## config.mk

```make
export PLATFORM = sky130hd
export DESIGN_NAME = exc_dispatch
export DESIGN_NICKNAME = d
export VERILOG_FILES = /design/src/rtl/exc_dispatch_pkg.sv /design/src/rtl/exc_irq_select.sv /design/src/rtl/exc_vector_calc.sv /design/src/rtl/exc_dispatch.sv
export SDC_FILE = /design/constraint.sdc
export NUM_CORES = 1
export LEC_CHECK = 0
export CAP_MARGIN = 15
export CORE_ASPECT_RATIO = 1.4
export CORE_UTILIZATION = 39
export DETAILED_ROUTE_END_ITERATION = 8
export PLACE_DENSITY_LB_ADDON = 0.1
export SETUP_SLACK_MARGIN = 0.2
export SLEW_MARGIN = 40
export SYNTH_ARGS = -nofsm -noshare
export SYNTH_HDL_FRONTEND = slang
export SYNTH_SLANG_ARGS = --single-unit
```

## constraint.sdc

```tcl
create_clock -name clk -period 2.8 [get_ports clk]
set_input_delay 0.7 -clock clk [delete_from_list [all_inputs] [get_ports clk]]
set_output_delay 0.7 -clock clk [all_outputs]
set_load 0.01 [all_outputs]
```

## src/rtl/exc_dispatch_pkg.sv

```systemverilog
package exc_dispatch_pkg;

   localparam int CAUSE_W = 4;
   localparam int OFF_W   = 16;

   typedef enum logic [CAUSE_W-1:0] {
      EV_RESET   = 4'd0,
      EV_MCHK    = 4'd1,
      EV_IPI     = 4'd2,
      EV_TIMER   = 4'd3,
      EV_DEVICE  = 4'd4,
      EV_MEMFLT  = 4'd5,
      EV_UNALIGN = 4'd6,
      EV_ILLOP   = 4'd7,
      EV_ARITH   = 4'd8,
      EV_FPOFF   = 4'd9,
      EV_CALL    = 4'd10
   } ev_e;

   localparam logic [CAUSE_W-1:0] EXC_FIRST = EV_MEMFLT;
   localparam logic [CAUSE_W-1:0] EXC_LAST  = EV_CALL;
   localparam int FIXED_STRIDE_LOG2 = 7;

endpackage

```

## src/rtl/exc_irq_select.sv

```systemverilog
module exc_irq_select #(
   parameter int NUM_LINES = 4,
   parameter int IPL_W     = 3,
   parameter int BASE_LVL  = 3,
   localparam int SEL_W    = (NUM_LINES > 1) ? $clog2(NUM_LINES) : 1
) (
   input  logic [IPL_W-1:0]     ipl,
   input  logic [NUM_LINES-1:0] req,
   output logic                 any,
   output logic [SEL_W-1:0]     sel
);

   logic [NUM_LINES-1:0] elig;

   for (genvar i = 0; i < NUM_LINES; i++) begin : g_mask
      localparam int LIMIT = BASE_LVL + i;
      assign elig[i] = req[i] && (int'(ipl) <= LIMIT);
   end

   always_comb begin
      any = 1'b0;
      sel = '0;
      for (int i = 0; i < NUM_LINES; i++) begin
         if (elig[i]) begin
            any = 1'b1;
            sel = SEL_W'(i);
         end
      end
   end

endmodule

```

## src/rtl/exc_vector_calc.sv

```systemverilog
module exc_vector_calc
   import exc_dispatch_pkg::*;
#(
   parameter int          CALL_W         = 8,
   parameter int          SLOT_LOG2      = 6,
   parameter logic [15:0] PRIV_CALL_BASE = 16'h1000,
   parameter logic [15:0] USER_CALL_BASE = 16'h2000
) (
   input  ev_e              ev,
   input  logic [CALL_W-1:0] call_code,
   output logic [OFF_W-1:0]  offset
);

   logic [OFF_W-1:0] slot;
   logic [OFF_W-1:0] fixed_off;

   assign slot      = OFF_W'(call_code[CALL_W-2:0]) << SLOT_LOG2;
   assign fixed_off = OFF_W'(ev) << FIXED_STRIDE_LOG2;

   always_comb begin
      if (ev == EV_CALL) begin
         if (call_code[CALL_W-1]) offset = USER_CALL_BASE + slot;
         else                     offset = PRIV_CALL_BASE + slot;
      end else begin
         offset = fixed_off;
      end
   end

endmodule

```

## src/rtl/exc_dispatch.sv

```systemverilog
module exc_dispatch
   import exc_dispatch_pkg::*;
#(
   parameter int PC_W      = 64,
   parameter int IPL_W     = 3,
   parameter int CALL_W    = 8,
   parameter int SLOT_LOG2 = 6
) (
   input  logic              clk,
   input  logic              rst_n,
   input  logic [PC_W-1:0]   cur_pc,
   input  logic              priv_mode_in,
   input  logic [IPL_W-1:0]  ipl,
   input  logic              irq_dev,
   input  logic              irq_timer,
   input  logic              irq_ipi,
   input  logic              irq_mchk,
   input  logic              exc_req,
   input  logic [3:0]        exc_cause,
   input  logic [CALL_W-1:0] call_code,
   input  logic [PC_W-1:0]   vec_base,
   output logic              disp_valid,
   output logic [PC_W-1:0]   new_pc,
   output logic [PC_W-1:0]   saved_pc,
   output logic              priv_set,
   output logic [3:0]        taken_cause,
   output logic [CALL_W-1:0] err_code,
   output logic              bad_cause
);

   localparam int NUM_IRQ = 4;
   localparam int SEL_W   = $clog2(NUM_IRQ);

   if (PC_W <= OFF_W) begin : g_chk_pc
      $error("PC_W must exceed the offset width");
   end
   if (IPL_W < 3) begin : g_chk_ipl
      $error("IPL_W must be at least 3");
   end
   if (CALL_W < 2 || CALL_W + SLOT_LOG2 > OFF_W - 2) begin : g_chk_call
      $error("call code and slot size do not fit the offset");
   end

   logic              boot_q;
   logic              irq_any;
   logic [SEL_W-1:0]  irq_sel;
   ev_e               ev_nx;
   logic              take_nx;
   logic              bad_nx;
   logic              exc_ok;
   logic [OFF_W-1:0]  offset;
   logic [CALL_W-1:0] code_nx;
   logic [PC_W-1:0]   saved_nx;

   exc_irq_select #(
      .NUM_LINES (NUM_IRQ),
      .IPL_W     (IPL_W),
      .BASE_LVL  (3)
   ) u_sel (
      .ipl (ipl),
      .req ({irq_mchk, irq_ipi, irq_timer, irq_dev}),
      .any (irq_any),
      .sel (irq_sel)
   );

   exc_vector_calc #(
      .CALL_W    (CALL_W),
      .SLOT_LOG2 (SLOT_LOG2)
   ) u_vec (
      .ev        (ev_nx),
      .call_code (call_code),
      .offset    (offset)
   );

   assign exc_ok = (exc_cause >= EXC_FIRST) && (exc_cause <= EXC_LAST);

   always_comb begin
      ev_nx    = EV_RESET;
      take_nx  = 1'b0;
      bad_nx   = 1'b0;
      code_nx  = '0;
      saved_nx = {cur_pc[PC_W-1:1], cur_pc[0] | priv_mode_in};
      if (boot_q) begin
         take_nx  = 1'b1;
         saved_nx = '0;
      end else if (exc_req) begin
         if (exc_ok) begin
            take_nx = 1'b1;
            ev_nx   = ev_e'(exc_cause);
            code_nx = call_code;
         end else begin
            bad_nx  = 1'b1;
         end
      end else if (!priv_mode_in && irq_any) begin
         take_nx = 1'b1;
         ev_nx   = ev_e'(4'(EV_DEVICE) - 4'(irq_sel));
      end
   end

   always_ff @(posedge clk or negedge rst_n) begin
      if (!rst_n) begin
         boot_q      <= 1'b1;
         disp_valid  <= 1'b0;
         priv_set    <= 1'b0;
         bad_cause   <= 1'b0;
         new_pc      <= '0;
         saved_pc    <= '0;
         taken_cause <= '0;
         err_code    <= '0;
      end else begin
         boot_q     <= 1'b0;
         disp_valid <= take_nx;
         priv_set   <= take_nx;
         bad_cause  <= bad_nx;
         if (take_nx) begin
            new_pc      <= vec_base + PC_W'(offset);
            saved_pc    <= saved_nx;
            taken_cause <= ev_nx;
            err_code    <= code_nx;
         end
      end
   end

endmodule

```

* Word-level counts from Yosys, hierarchy flattened
Index checks and enable logic that the tools add are counted.
** Operators by class
- $add $sub $neg :: 4
- Order comparisons :: 6
- Eq/ne operators :: 1
- Mux-type cells :: 24
- Bitwise operators :: 1
- Reduce and logical (&&, ||, !) cells :: 7
** Operators by type and width (number)
- $add 64x16->64 :: 1
- $mux 64 :: 1
- $mux 8 :: 3
- $mux 16 :: 1
- $mux 4 :: 4
- $add 14x13->15 const A :: 1
- $mux 15 :: 1
- $add 13x13->14 const A :: 1
- $mux 1 :: 12
- $le 3x3->1 const B :: 3
- $logic_and 1x1->1 :: 6
- $eq 4x4->1 const B :: 1
- $ge 4x3->1 const B :: 1
- $le 4x4->1 const B :: 1
- $mux 2 :: 2
- $sub 3x2->4 const A :: 1
- $le 3x2->1 const B :: 1
- $logic_not 1->1 :: 1
- $or 1x1->1 :: 1
** Word-level totals
- Bits in registers :: 143
- Bits of input ports :: 151
- Output and inout port bits :: 143
- Logic and storage cells :: 50

* Longest topological paths before layout
Gate-level depths: netlist of the first run.
- Word-level depth :: 13
- Mapped depth :: 16
- Mapped depth without buffers :: 15

* Modules after synthesis
A second synthesis of the first run with hierarchy kept.
** Second synthesis, totals
- Cell total of the unflattened synthesis :: 857
- Area total of the unflattened synthesis :: 7528.5 µm²
** Modules (own cells, without submodules)
- exc_dispatch :: instances 1, cells each 817, area each 7285.7 µm², seq. area each 3579.7 µm²
- exc_vector_calc :: instances 1, cells each 27, area each 180.2 µm², seq. area each 0.0 µm²
- exc_irq_select :: instances 1, cells each 13, area each 62.6 µm², seq. area each 0.0 µm²

* Least setup slack after synthesis of the first run
Ideal clock, no wire load.
- Path kind :: input port to flip-flop
- Start point :: input port irq_mchk
- End point :: register new_pc[62]
- Setup time :: 0.083 ns
- Arrival time :: 3.561 ns
- Data required time :: 2.717 ns
- Slack :: -0.843 ns
- Cell stages on the path :: 12
- Buffers on the path :: 1
- Cells stage by stage :: nor2b_1 or4_4 a22oi_1 clkbuf_1 o31ai_1 fa_1 a211oi_1 o211ai_1 nand3b_2 and4bb_2 xnor2_1 o21ai_0
** On the way
- Word-level cells in the longest chain between the ends :: 9
- Elaborated cells on any way between the ends :: 14
- Classes of those cells :: add/sub (2); eq/ne (1); mux (9); reduce/logical (2)
** RTL lines
- start, declared :: line exc_dispatch.sv:17 : input logic irq_mchk,
- $logic_and 1x1->1 (*) :: line exc_irq_select.sv:17 : assign elig[i] = req[i] && (int'(ipl) <= LIMIT);
- $mux 2 / $mux 1 (equally long branches) :: line exc_irq_select.sv:24 : if (elig[i]) begin
- $sub 3x2->4 / $logic_and 1x1->1 (equally long branches) :: line exc_dispatch.sv:96, exc_dispatch.sv:94
- $mux 4 :: line exc_dispatch.sv:94 : end else if (!priv_mode_in && irq_any) begin
- $mux 4 :: line exc_dispatch.sv:86 : end else if (exc_req) begin
- $mux 4 :: line exc_dispatch.sv:83 : if (boot_q) begin
- $eq 4x4->1 :: line exc_vector_calc.sv:21 : if (ev == EV_CALL) begin
- $mux 16 :: line exc_vector_calc.sv:21
- $add 64x16->64 :: line exc_dispatch.sv:116 : new_pc <= vec_base + PC_W'(offset);
- end signal, assigned :: line exc_dispatch.sv:116
- end, declared :: line exc_dispatch.sv:23 : output logic [PC_W-1:0] new_pc,
Mark *: on every way between the ends. The rest lies on a longest branch, timed or not.
A chain may end at the register's enable or synchronous reset.

* Worst setup path after layout of the first run
Same ends and word-level chain as after synthesis.

==> impl_summary.log, run 1 <==
INFO  metric synthTopCellsByArea = dfrtp_1 (51%), nand2_1 (11%), a21oi_1 (5.9%), xnor2_1 (5.8%), o21ai_0 (3.4%)
INFO  metric seq_area_frac_synth = between 50 and 60%
INFO  metric finalSetupViolCount = 54
INFO  metric layout_setup_ws = -0.514 ns
INFO  metric detailedRoute.firstPassIterationCount = 4
INFO  metric n_antenna_cell = 0
INFO  metric synth_area_leader_cell = dfrtp_1
INFO  metric finalHoldViolations = 0
INFO  metric maximum_clock_frequency = around 300 MHz
INFO  metric initial_utilization = around two fifths
INFO  metric critical-path-top-delay-family = compound AO/OA/AOI/OAI gates
INFO  metric finish.utilization = 70.3%
INFO  metric worst_skew_pair.late_latency = between 0.4 and 0.5 ns
INFO  metric clkSlewWorstSetupHoldPaths = ~0.07 ns
INFO  metric timing.final.max_slew_violations = 0
INFO  metric grt_start_max_net_pins = between 60 and 70
INFO  metric first_global_vias = a little over 7k
INFO  metric antenna_found_initial = 0
INFO  metric violations_in_the_final_reports = negative setup slack
INFO  metric period_needed = ~3.3 ns
INFO  metric worst_ep_arrival_time = ~3.6 ns
INFO  metric ir_worst_vdd = roughly 0.37 mV
INFO  metric clock-root-buffer = clkbuf_16
INFO  metric required = about 3.1 ns
INFO  metric tritoncts.num_buffers = 17
INFO  metric maxCapViolCount = 0
INFO  metric die_x = between 100 and 150 um
INFO  metric syn-mean-instance-area = roughly 9 um^2
INFO  metric maximum_fanout_along_the_worst_path = 6
INFO  metric synth-edff-count = 0
INFO  metric post_synthesis_cell_area = between 7000 and 8000 um^2
INFO  metric antenna_left = 0
INFO  metric drcViolationCount = 0
INFO  metric via_per_inst = roughly 5
INFO  metric async_flop_share = between 90% and 100%
INFO  metric finalWeightedCongestion = around 0.89
INFO  metric cts.sinks = 143
INFO  metric setup_repair_after_global_routing_missed_its_margin = yes
INFO  metric floorplan.die_area = 18,500 um^2
INFO  metric synth.ff_latch_count = between 100 and 150
INFO  metric leakagePower = approximately 5.4 nW
INFO  metric critical_path.startpoint_type = primary input
INFO  metric detail_route.iter0.violations = between 300 and 400
INFO  metric min_path_type = primary input to async pin
INFO  metric cts-htree-levels = 4
INFO  metric tritoncts_clock_tree = yes
INFO  metric status = finished, violations left
INFO  metric grt.total_usage = between 20% and 30%
INFO  metric pwr_density_cell = ~490 nW/um^2
INFO  metric synthesis.yosys.warnings = 0
INFO  metric layout_skew = 0.00897 ns
INFO  metric dominantRegCellSynth = dfrtp_1
INFO  metric setup.worst_path.class = primary input to flop
INFO  metric area_growth = 75.4%
INFO  metric rows = 57
INFO  metric via_count = approximately 7.0k
INFO  metric layout-drive-gt1-share = about 21%
INFO  metric grt.overflow.total = 0
INFO  metric slew-limit-headroom = roughly half
INFO  metric setup.worst_path.end_class = flop
INFO  metric cp_cell_sequence = buf_8, a2bb2oi_2, or4_4, a22oi_2, buf_4, o31ai_4, fa_2, a211oi_2, o211ai_1, buf_4, nand3b_4, buf_12, and4bb_2, xnor2_2, o21ai_1
INFO  metric place.detailed.hpwl = ~16 mm
INFO  metric port_buffers = 293
INFO  metric synthesis.nets = ~940
INFO  metric detail_route.wl_per_cell = about 17 um
INFO  metric routed_wirelength = about 23 mm
INFO  metric placed_standard_cell_area = between 10,000 and 15,000 um^2
INFO  metric first_pass_grt_wire_length = around 36 mm
INFO  metric ys_types = between 50 and 60
INFO  metric fin_area = about 12,000 um^2
INFO  metric floorplan.io_pins = ~300
INFO  metric synthesis.instances = slightly below 800
INFO  metric finish.net_count = around 1.3k
INFO  metric timing.final.crit_share = 118%
INFO  metric critical-path-max-stage-delay = between 0.5 and 0.6 ns
INFO  metric cts_max_path_buffers = 2
INFO  metric tightest_slew = roughly 0.77 ns
INFO  metric die_y = ~160 um
INFO  metric core_area = about 17,000 um^2
INFO  metric fillCellCount = 1,394
INFO  metric synthDominantCellAreaShare = roughly 50%
INFO  metric critical_path_buf_inv_count = 4
INFO  metric crit_path_top_delay_cell = or4_4
INFO  metric critical-path-top-cell-by-count = buf_4
cell type report:
type                    count  area [um^2]  area share, %
repair buffers            405         4000           32.6
multi-input cells         577         3770           30.7
flip-flops and latches    143         3580           29.2
clock buffers              17          425           3.46
well taps                 236          295           2.40
clock inverters            15          168           1.37
inverters                  10         37.5          0.306
sequential cells by signal, summed over array words and instances, names as in the netlist:
name         cells
bad_cause        1
boot_q           1
err_code         8
new_pc          64
priv_set         1
saved_pc        64
taken_cause      4
final timing paths:
path / start / to / slack (ns) / cells after the start
setup / recovery: irq_mchk / new_pc[62] / -0.51 / 15
hold / removal: rst_n / new_pc[48] / 0.19 / 1
setup reg to reg: boot_q / new_pc[39] / -0.32 / 17
hold reg to reg: new_pc[1] / new_pc[1] / 0.47 / 2
max in group asynchronous: rst_n / saved_pc[59] / 1.99 / 2
min in group clk: new_pc[1] / new_pc[1] / 0.47 / 2
synthesized netlist by cell type, drive strengths merged, types with 15 or more instances:
cell type  number
dfrtp         142
nand3          22
xnor2          46
clkbuf         20
nand2         214
nor3           17
buf            26
nor2           31
nor4           15
a21oi          82
o21ai          48
layer usage:
layer | track usage, % | up-vias | wire (um)
li1 | - | 3385 | -
met3 | 7.66 | 51 | 1570
met5 | 0 | - | 0
met1 | 28.7 | 3339 | 9020
met2 | 44.7 | 238 | 12200
met4 | 10.7 | 0 | 721
report_power, final:
group          total [mW]  switching [mW]  internal [mW]
logic                1.39           0.629          0.765
registers            2.35          0.0998           2.25
clock network        2.30            1.03           1.27
total                6.04            1.75           4.29
repair_timing:
item | 4_1_cts | 5_1_grt
pin swaps | 84 | 42
resized for setup | 167 | 20
cloned | 4 | 0
setup endpoints to repair | 121 | 98
setup buffers | 22 | 7
hold buffers | 0 | 0
placed cells by master (no fill, tap or decap), drive strengths merged, types with 2 or more instances in the layout:
master,count
clkbuf,18
nor4b,3
dlygate4sd2,5
nand4,7
o21ai,48
nor2b,5
and4,3
ha,10
dfrtp,142
a22o,10
nor3b,4
buf,119
and2,6
nor3,17
o21ba,2
clkdlybuf4s50,280
nor4,15
a21oi,82
xor2,10
nand2,214
inv,20
a21o,6
a211oi,5
clkinv,4
nand3,22
nor2,31
o211ai,3
and3,10
xnor2,46
cell families (layout without fill, tap and decap cells):
kind of cell               Yosys count  count (layout)  synth area share [%]
AOI/OAI and AO/OA                  163             163                  13.1
xor gates and xnor gates            56              56                  7.01
adders and majority gates           12              12                  2.22
buffers and inverters               56             447                  4.18
DFF                                143             143                  51.1
muxes                                2               2                 0.304
other                                1               1                0.0536
and+or+nand+nor                    343             343                  22.0
through the flow:
| stage | std cells | setup slack, ns | hold WS [ns] | power, mW | setup TNS [ns] |
|---|---|---|---|---|---|
| after floorplan | 776 | -0.561 | 0.404 | 2.85 | -24.48 |
| after global placement | 1338 | -1.27 | 0.450 | 3.68 | -81.64 |
| after detailed placement | 1338 | -1.38 | 0.455 | 3.69 | -87.54 |
| after CTS | 1396 | -0.458 | 0.193 | 6.06 | -17.00 |
| after global routing | 1403 | -0.592 | 0.204 | 6.30 | -23.61 |
| final | 1403 | -0.514 | 0.192 | 6.04 | -20.00 |
Note: power is estimated with default switching activity, not from simulation.
==> run 2: changes to the inputs <==
==> constraint.sdc (replaced) <==
create_clock -name clk -period 2.8 [get_ports clk]
set_input_delay 0.56 -clock clk [delete_from_list [all_inputs] [get_ports clk]]
set_output_delay 0.56 -clock clk [all_outputs]
set_load 0.01 [all_outputs]
==> run 2 against run 1 <==
Highest routed layer unchanged. Total power down 1.7%. Largest cell class unchanged. The flow still finishes with violations (negative setup slack). Die area unchanged. Non-clock buffer count down 12. Largest power group unchanged. Count of clock-buffer cells in the layout up 3. Utilization down 0.10 points.
==> impl_summary.log, run 2 (synthesis results as in run 1) <==
INFO  metric status = finished, violations left
INFO  metric violations_in_the_final_reports = negative setup slack
INFO  metric cellInternalPower = 4.29 mW (about the same)
INFO  metric finalWeightedCongestion = 0.874 (-1.5%)
INFO  metric tritoncts.num_buffers = 17 (unchanged)
INFO  metric final_cells = 1,391 (-0.86%)
INFO  metric tightest_slew = 0.771 ns (+0.00122 ns)
INFO  metric setup_repair_after_global_routing_missed_its_margin = yes
INFO  metric p_sw = 1.65 mW (-6.0%)
INFO  metric rows = 57 (unchanged)
INFO  metric maximum_clock_frequency = 316 MHz (+4.6%)
INFO  metric initial_utilization = 40.1% (unchanged)
INFO  metric die_y = 161 um (unchanged)
INFO  metric maxCapViolCount = 0 (unchanged)
INFO  metric timing.final.crit_share = 113% (-5.2 points)
INFO  metric area_growth = 75.1%
INFO  metric critical_path.startpoint_type = primary input
INFO  metric ir_worst_vdd = 0.306 mV (-18%)
INFO  metric detailedRoute.firstPassIterationCount = 5 (+1)
INFO  metric first_pass_grt_wire_length = 36.2 mm (-0.51%)
INFO  metric first_global_vias = 7,065 (-2.9%)
INFO  metric finish.net_count = 1,304 (-0.91%)
INFO  metric n_antenna_cell = 0 (unchanged)
INFO  metric period_needed = 3.17 ns (-0.145 ns)
INFO  metric place.detailed.hpwl = 15.9 mm (-1.3%)
INFO  metric clock-root-buffer = clkbuf_16
INFO  metric min_path_type = primary input to async pin
INFO  metric leakagePower = 5.32 nW (-0.71%)
INFO  metric routed_wirelength = 23.6 mm (+0.56%)
INFO  metric tritoncts_clock_tree = yes
INFO  metric worst_skew_pair.late_latency = 0.43 ns (about the same)
INFO  metric mostFrequentLayoutCell = clkdlybuf4s50_1
INFO  metric pwr_density_cell = 484 nW/um^2 (-1.6%)
INFO  metric finalSetupViolCount = 52 (-3.7%)
INFO  metric cts_hold_buffers = 0 (unchanged)
INFO  metric antenna_found_initial = 0 (unchanged)
INFO  metric detail_route.wl_per_cell = 17.0 um (+1.4%)
INFO  metric floorplan.io_pins = 294 (unchanged)
INFO  metric netSwitchingFraction = 27.8% (-1.3 points)
INFO  metric cts-htree-levels = 4 (unchanged)
INFO  metric finalHoldViolations = 0 (unchanged)
INFO  metric setup.worst_path.class = primary input to flop
INFO  metric grt_start_max_net_pins = 69 (+1.5%)
INFO  metric required = 3.10 ns (about the same)
INFO  metric setup.worst_path.end_class = flop
INFO  metric dpl_worst_slack = -1.23 ns (+0.150 ns)
INFO  metric worst_ep_arrival_time = 3.47 ns (-0.16 ns)
INFO  metric detail_route.iter0.violations = 435 (+30%)
INFO  metric floorplan.die_area = 18,500 um^2 (unchanged)
INFO  metric cts_max_path_buffers = 2 (unchanged)
INFO  metric timing.final.max_slew_violations = 0 (unchanged)
INFO  metric layout_setup_ws = -0.368 ns (+0.145 ns)
INFO  metric top_regs = new_pc (64), saved_pc (64), err_code (8)
INFO  metric antenna_left = 0 (unchanged)
INFO  metric cts.sinks = 143 (unchanged)
INFO  metric most-common-layout-cells = clkdlybuf4s50_1 (280), nand2_1 (209), dfrtp_1 (142)
INFO  metric via_per_inst = 5.03 (+0.68%)
INFO  metric cp_cell_sequence = buf_8, a2bb2oi_2, or4_4, nand3_1, a21oi_1, a21o_1, ha_4, o211ai_1, o211ai_1, nand3b_2, buf_12, buf_12, nor4b_4, xnor2_1, o21ai_1
INFO  metric maximum_fanout_along_the_worst_path = 7 (+1)
INFO  metric layout_skew = 0.00775 ns (-0.00122 ns)
INFO  metric drcViolationCount = 0 (unchanged)
INFO  metric p_clk_share = 36.7% (-1.4 points)
INFO  metric crit_path_top_delay_cell = or4_4
INFO  metric via_count = 7,000 (-0.19%)
INFO  metric core_area = 17,500 um^2 (unchanged)
INFO  metric critical-path-max-stage-delay = 0.54 ns (about the same)
INFO  metric register_share_of_total_power = 39.6% (+0.7 points)
INFO  metric grt.total_usage = 25.3% (-0.31 points)
INFO  metric layout-drive-gt1-share = 20.2% (-0.48 points)
INFO  metric slew-limit-headroom = 48.6% (-0.082 points)
INFO  metric clkSlewWorstSetupHoldPaths = 0.06 ns (about the same)
INFO  metric grt.overflow.total = 0 (unchanged)
INFO  metric fillCellCount = 1,345 (-3.5%)
INFO  metric die_x = 115 um (unchanged)
INFO  metric number_of_instances_in_the_placed_design = 1,322 (-1.2%)
INFO  metric worst_r2r_path_depth = 17 (unchanged)
INFO  metric combinationalPowerShare = 23.7% (+0.6 points)
INFO  metric port_buffers = 293 (unchanged)
[run 2: stage by stage]
step                util [%]  setup TNS [ns]  hold slack (ns)  total power, mW  cell area [um^2]
global placement        60.9          -64.32            0.450             3.66             10600
CTS                     68.2           -9.33           0.0327             5.93             11900
finish                  70.2          -12.99           0.0248             5.94             12300
global route            70.2          -17.83           0.0471             6.19             12300
floorplan                  -          -17.01            0.264             2.85              7120
detailed placement      60.9          -68.16            0.456             3.67             10600
[run 2: worst paths after layout]
kind	slack, ns	endpoint	startpoint
worst max register to register	-0.28	new_pc[33]	boot_q
min in group clk	0.46	new_pc[6]	new_pc[6]
worst max-delay path	-0.37	new_pc[40]	irq_mchk
worst min register to register	0.46	new_pc[6]	new_pc[6]
worst min-delay path	0.02	new_pc[54]	rst_n
max in group asynchronous	1.98	new_pc[22]	rst_n
[run 2: critical path: cells and delay by family]
kind,cells,cell delay (ns)
adders and majority gates,1,0.31
AOI/OAI and AO/OA,6,0.97
xor gates and xnor gates,1,0.16
buffers and inverters,3,0.41
and+or+nand+nor,4,1.06
[run 2: power by group through the flow]
| stage | registers [mW] | clock network, mW | logic (mW) |
|---|---|---|---|
| after global routing | 2.37 | 2.30 | 1.52 |
| after CTS | 2.35 | 2.22 | 1.36 |
| final | 2.35 | 2.18 | 1.41 |
| after global placement | 2.38 | 0 | 1.28 |
| after detailed placement | 2.38 | 0 | 1.29 |
| after floorplan | 2.46 | 0 | 0.391 |
[run 2: routing by layer]
metal / GRT usage [%] / vias to the layer above / routed length (um) / part of all wire (%)
li1: - / 3359 / - / -
met1: 29.3 / 3349 / 9020 / 38
met2: 43.5 / 243 / 12300 / 52
met3: 7.47 / 49 / 1520 / 6.4
met4: 9.98 / 0 / 785 / 3.3
met5: 0 / - / 0 / 0
[run 2: area by class of cell]
class	count	area, um^2	share of cell area [%]
Timing Repair Buffer	393	3910	31.9
Inverter	10	40.0	0.327
Tap cell	236	295	2.41
Multi-Input combinational cell	577	3870	31.6
Sequential cell	143	3580	29.2
Clock inverter	12	110	0.898
Clock buffer	20	457	3.72
[run 2: repair_timing]
action | 4_1_cts | 5_1_grt
hold endpoints to repair | 0 | 0
pin swaps | 63 | 65
endpoints found under the setup margin | 57 | 55
cloned | 3 | 0
buffers inserted | 23 | 11
resized for setup | 145 | 62
